$ cat config.mk
export PLATFORM = sky130hd
export DESIGN_NAME = gpio_altfn_port
export DESIGN_NICKNAME = d
export VERILOG_FILES = /design/src/rtl/gpio_altfn_port.sv
export SDC_FILE = /design/constraint.sdc
export NUM_CORES = 1
export LEC_CHECK = 0
export ABC_AREA = 1
export CORE_ASPECT_RATIO = 1.2
export CORE_MARGIN = 4
export CORE_UTILIZATION = 43
export CTS_CLUSTER_DIAMETER = 150
export DETAILED_ROUTE_END_ITERATION = 16
export PLACE_DENSITY = 0.84
export SYNTH_ARGS = -nofsm -noshare
export SYNTH_HDL_FRONTEND = slang
export SYNTH_SLANG_ARGS = --single-unit
$ cat constraint.sdc
create_clock -name clk -period 2.2 [get_ports clk]
set_input_delay 0.44 -clock clk [delete_from_list [all_inputs] [get_ports clk]]
set_output_delay 0.44 -clock clk [all_outputs]
set_load 0.02 [all_outputs]
$ cat src/rtl/gpio_altfn_port.sv
module gpio_altfn_port #(
  parameter int              AW         = 8,
  parameter int              DW         = 8,
  parameter logic [AW-1:0]   OFF_DATA   = 8'h30,
  parameter logic [AW-1:0]   OFF_DIR    = 8'h32,
  parameter logic [AW-1:0]   OFF_FUNC   = 8'h33,
  parameter logic [DW-1:0]   PIN_MASK   = 8'h6B,
  parameter logic [DW-1:0]   FUNC_MASK  = 8'h6A,
  parameter logic [DW-1:0]   PADRB_MASK = 8'h63,
  parameter int              PIN_TA1    = 1,
  parameter int              PIN_TA3    = 5,
  parameter int              PIN_TB0    = 6,
  parameter int              PIN_INT0   = 3,
  parameter int              PIN_TIN    = 0
) (
  input  logic          clk,
  input  logic          rst_n,
  input  logic          bus_sel,
  input  logic          bus_wr,
  input  logic [AW-1:0] bus_addr,
  input  logic [DW-1:0] bus_wdata,
  output logic [DW-1:0] bus_rdata,
  input  logic [DW-1:0] pad_in,
  output logic [DW-1:0] pad_out,
  output logic [DW-1:0] pad_oe,
  input  logic          tmr_a1_out,
  input  logic          tmr_a3_out,
  input  logic          tmr_b0_out0,
  output logic          tmr_in0,
  output logic [3:0]    irq_req
);
  localparam logic [DW-1:0] TMR_MASK = (DW'(1) << PIN_TA1) | (DW'(1) << PIN_TA3) | (DW'(1) << PIN_TB0);

  logic [DW-1:0] latch_q, dir_q, func_q, sync1_q, sync2_q;
  logic [DW-1:0] tmr_vec, timer_sel, irq_mode, view;

  wire wr_en = bus_sel & bus_wr;
  wire rd_en = bus_sel & ~bus_wr;

  always_ff @(posedge clk or negedge rst_n) begin
    if (!rst_n) begin
      latch_q <= PIN_MASK;
      dir_q   <= '0;
      func_q  <= '0;
      sync1_q <= '0;
      sync2_q <= '0;
    end else begin
      sync1_q <= pad_in & PIN_MASK;
      sync2_q <= sync1_q;
      if (wr_en && bus_addr == OFF_DATA) latch_q <= bus_wdata & PIN_MASK;
      if (wr_en && bus_addr == OFF_DIR)  dir_q   <= bus_wdata & PIN_MASK;
      if (wr_en && bus_addr == OFF_FUNC) func_q  <= bus_wdata & FUNC_MASK;
    end
  end

  always_comb begin
    tmr_vec          = '0;
    tmr_vec[PIN_TA1] = tmr_a1_out;
    tmr_vec[PIN_TA3] = tmr_a3_out;
    tmr_vec[PIN_TB0] = tmr_b0_out0;
  end

  assign timer_sel = dir_q & func_q & TMR_MASK;
  assign irq_mode  = ~dir_q & func_q;
  assign pad_oe    = dir_q;
  assign pad_out   = (timer_sel & tmr_vec) | (~timer_sel & latch_q);

  assign irq_req = {sync2_q[PIN_TB0]  & irq_mode[PIN_TB0],
                    sync2_q[PIN_TA3]  & irq_mode[PIN_TA3],
                    sync2_q[PIN_TA1]  & irq_mode[PIN_TA1],
                    sync2_q[PIN_INT0] & irq_mode[PIN_INT0]};

  assign view      = (dir_q & ~PADRB_MASK & latch_q) | ((~dir_q | PADRB_MASK) & sync2_q);
  assign bus_rdata = (rd_en && bus_addr == OFF_DATA) ? view : '0;
  assign tmr_in0   = sync2_q[PIN_TIN];
endmodule

# Word level (Yosys, flattened, before mapping)

Index checks and enable logic that the tools add are counted.

Register bits after elaboration: 24
Input port bits: 31
Output and inout bits: 29
Word-level logic and storage cells: 30

Equality and inequality tests: 3
Mux-type cells: 1
Bitwise gates (word level): 17
Reduce and logical (&&, ||, !) cells: 4

Operators with widths:

| cell                                           | number |
|---|---|
| == test 8 x 6 -> 1 bit (second input constant) | 3 |
| AND 7 bit                                      | 3 |
| AND 8 x 7 -> 8 bit                             | 2 |
| inverter 7 -> 8 bit                            | 2 |
| 2-to-1 mux 8 bit                               | 1 |
| bitwise OR 7 x 8 -> 8 bit                      | 1 |
| bitwise OR 8 bit                               | 1 |
| AND 4 x 7 -> 7 bit                             | 1 |
| AND 1 bit                                      | 6 |
| logical AND 1 bit                              | 4 |
| inverter 1 bit                                 | 1 |

# Longest topological paths before layout

Gate-level depths: netlist of run 1.

Depth after elaboration: 4
Depth in mapped cells: 6
Gate-level depth less buffers: 6

# Worst setup path after synthesis of run 1

OpenSTA, ideal clock, no wires.

Path kind: input -> output
Start point: input bus_addr[3]
End point: output bus_rdata[0]
Arrival time: 1.214 ns
Data required time: 1.760 ns
Path slack: 0.546 ns
Stages: 3
Path buffers: 0
Cells stage by stage: nor2_4 nand4_2 nor3_1

Longest elaborated chain between the ends: 3

Ends and longest elaborated chain:

| what                   | RTL line | source |
|---|---|---|
| start, declared        | 20       | `input logic [AW-1:0] bus_addr,` |
| == test 8 x 6 -> 1 bit | 74       | `assign bus_rdata = (rd_en && bus_addr == OFF_DATA) ? view : '0;` |
| logical AND 1 bit      | 74       |  |
| 2-to-1 mux 8 bit       | 74       |  |
| end, declared          | 22       | `output logic [DW-1:0] bus_rdata,` |

No other way between the ends.

# Worst setup path after layout of run 1

Start point: input tmr_a3_out
End point: output pad_out[5]

Longest elaborated chain between the ends: 2

Ends and longest elaborated chain:

| what                      | RTL line | source |
|---|---|---|
| start, declared           | 27       | `input logic tmr_a3_out,` |
| AND 7 bit                 | 66       | `assign pad_out = (timer_sel & tmr_vec) \| (~timer_sel & latch_q);` |
| bitwise OR 7 x 8 -> 8 bit | 66       |  |
| end, declared             | 24       | `output logic [DW-1:0] pad_out,` |

No other way between the ends.

==> qor.csv, run 1 <==
stage;metric;value;unit
clock_tree;cts.sinks;24;
synth;synthDistinctLibCells;21;
placed_design;portBuffers;44;
detailed_routing;wl_per_cell;13.6;um
global_routing;grt_overflow;0;
setup_path;cp.required;1.76;ns
power_and_ir_drop;ir_drop;351;uV
clock_tree;root_buffer;clkbuf_4;
floorplanning;rows;20;
detailed_routing;initialDrtViolationCount;17;
setup_path;startpoint_type;primary input;
sta;drv_slew;0;
setup_path;worst_ep_arrival_time;1.72;ns
synth;ys_warn_count;0;
sta;finalHoldViolations;0;
sta;fmax;464;MHz
setup_path;reg2reg_slack;1.46;ns
job;maxCapViolCount;0;
global_routing;grt_pass1_vias;1179;
worst_hold_path;hold_start;sync1_q[1]$_DFF_PN0_;
sta;clock_skew;0.000175;ns
clock_tree;htree_levels;1;
clock_tree;clock_latency;0.33;ns
floorplanning;die_w;56.5;um
global_routing;grt_pass1_wl;5090;um
setup_path;rr_endpoint;latch_q[3]$_DFFE_PN1P_;
global_routing;antenna_found_initial;0;
synth;netlist_area;1210;um^2
final_layout;diodes;0;
clock_tree;clockBufferDepth;2;
final_layout;area_growth;44.5;%
setup_path;path_max_fanout;1;
synth;avgSynthCellArea;8.98;um^2
detailed_routing;vias_per_cell;4.85;
sta;setup_viol;0;
clock_tree;clkTransAtPathRegs;0.14;ns
power_and_ir_drop;finalPower;947;uW
final_layout;layout_commonest_cell;clkdlybuf4s50_1;
power_and_ir_drop;power_density;541;nW/um^2
setup_path;end_kind;output pin;
floorplanning;coreArea;2630;um^2
floorplanning;die_area;3740;um^2
worst_hold_path;min_path_type;flop to flop;
sta;timing.setup.tns;0;ns
sta;rsz0062_at_grt;false;
floorplanning;start_util;46.1;%
sta;timing.final.crit_share;98.0;%
detailed_routing;ant_nets;0;
global_routing;grt_max_degree;25;
setup_path;crit_type;primary input to output pin;
floorplanning;die_height;66.2;um
clock_tree;cts_tree;yes;
detailed_routing;via_count;1076;
power_and_ir_drop;p_leak;0.000919;uW
final_layout;final_cell_mix;clkdlybuf4s50_1 (36), nand2_1 (35), dfrtp_1 (19);
clock_tree;post_cts_buffers;0;
setup_path;ff2ff_path_depth;2;
floorplanning;pin_count;60;
synth;synthCells;135;
worst_hold_path;whs_endpoint;sync2_q[1]$_DFF_PN0_;
detailed_routing;drt_pass1_iterations;4;
synth;synth_seq_cells;24;
setup_path;r2r_start;latch_q[3]$_DFFE_PN1P_;
worst_hold_path;hold_path_depth;0;
final_layout;final_layout_size_suffix_gt1_share;22.2;%
clock_tree;cts_made_buffers;3;
sta;fin_crit;2.16;ns
global_routing;grt_use_total;17.3;%
detailed_routing;drc;0;
placed_design;gp_congestion;0.846;
placed_design;dpl.hpwl;2360;um
detailed_routing;totalWireLength;3030;um
synth;yosysSeqAreaShare;50.1;%
final_layout;fin_nets;221;
outcome;run_status;finished clean;
[critical path, cell delays in order]
cell	delay (ns)
clkdlybuf4s50_1	0.45
inv_1	0.04
a31oi_1	0.16
clkdlybuf4s50_1	0.62
[cells in the mapped netlist]
cell      number  area share (%)
nand2_1       35              11
nand4_2        1             1.0
clkinv_2       1            0.41
conb_1         1            0.31
nor3_1         5             2.1
nand3_2        3             2.5
nand2_4        2             1.9
nand3_1       14             5.8
inv_1         15             4.6
dfstp_2        5              11
buf_4         11             6.8
inv_2          1            0.31
nor3b_1        1            0.62
a31oi_1        3             1.5
nor2_1         4             1.2
nand2_2        2             1.0
nor2_2         2             1.0
dfrtp_1       19              39
a21oi_1        4             1.7
nor2_8         1             1.7
nor2_4         5             4.6
[flip-flops by register name (all words and copies together) (netlist names)]
signal / count
latch_q: 5
func_q: 4
sync1_q: 5
sync2_q: 5
pad_oe: 5
[logic make-up (layout without fill, tap and decap cells)]
family	count (synthesis)	count (layout)	share of synthesized area [%]
AND/OR/NAND/NOR	75	75	34.3
buffers and inverters	28	74	12.2
flip-flops	24	24	50.1
AO/OA/AOI/OAI	7	7	3.20
other	1	9	0.309
[where the power goes]
part / total [uW] / switching [uW] / internal (uW)
Sequential: 470 / 10.2 / 459
Combinational: 149 / 77.9 / 71.0
Clock: 329 / 144 / 185
[area by class of cell]
cell class	instances	area [um^2]
multi-input cells	91	493
flip-flops and latches	24	607
clock buffers	3	22.5
repair buffers	53	493
clock inverters	1	30.0
inverters	17	65.1
well taps	33	41.3
fillers	233	876
[metal layers]
layer / global-route usage, % / vias up / part of all wire [%]
met5: 0 / - / 0
met4: 4.45 / 0 / 1.1
met3: 2.93 / 3 / 5.9
met2: 34.8 / 40 / 58
met1: 18.2 / 520 / 35
li1: - / 513 / -
[per-stage QoR]
stage / hold slack (ns) / util, % / cells / setup WS [ns] / cell area (um^2)
final: 0.366 / 66.7 / 222 / 0.0448 / 1750
after global placement: 0.332 / 65.0 / 218 / -0.250 / 1710
after global routing: 0.374 / 66.7 / 222 / 0.0184 / 1750
after CTS: 0.367 / 67.0 / 222 / 0.00370 / 1760
after detailed placement: 0.336 / 65.0 / 218 / -0.300 / 1710
after floorplan: 0.144 / - / 143 / 0.546 / 1240
[worst max path at each step]
stage,startpoint,to,slack [ns],depth (start not counted)
floorplan,bus_addr[3],bus_rdata[0],0.55,3
global placement,bus_addr[3],bus_rdata[1],-0.25,5
detailed placement,bus_addr[3],bus_rdata[3],-0.30,5
CTS,bus_addr[3],bus_rdata[5],0.004,5
global route,bus_addr[0],bus_rdata[3],0.02,5
finish,tmr_a3_out,pad_out[5],0.04,4
[what timing repair did]
action,CTS,global route
setup endpoints to repair,6,7
gates resized for setup,11,13
hold buffers,0,0
hold endpoints to repair,0,0
Power figures use the tool's default switching activity.
==> run 2, diff against run 1 <==
- CTS_CLUSTER_SIZE: unset -> 20
==> results of run 2 <==
Same layout as run 1: the final DEF is identical, and so are final timing and power.
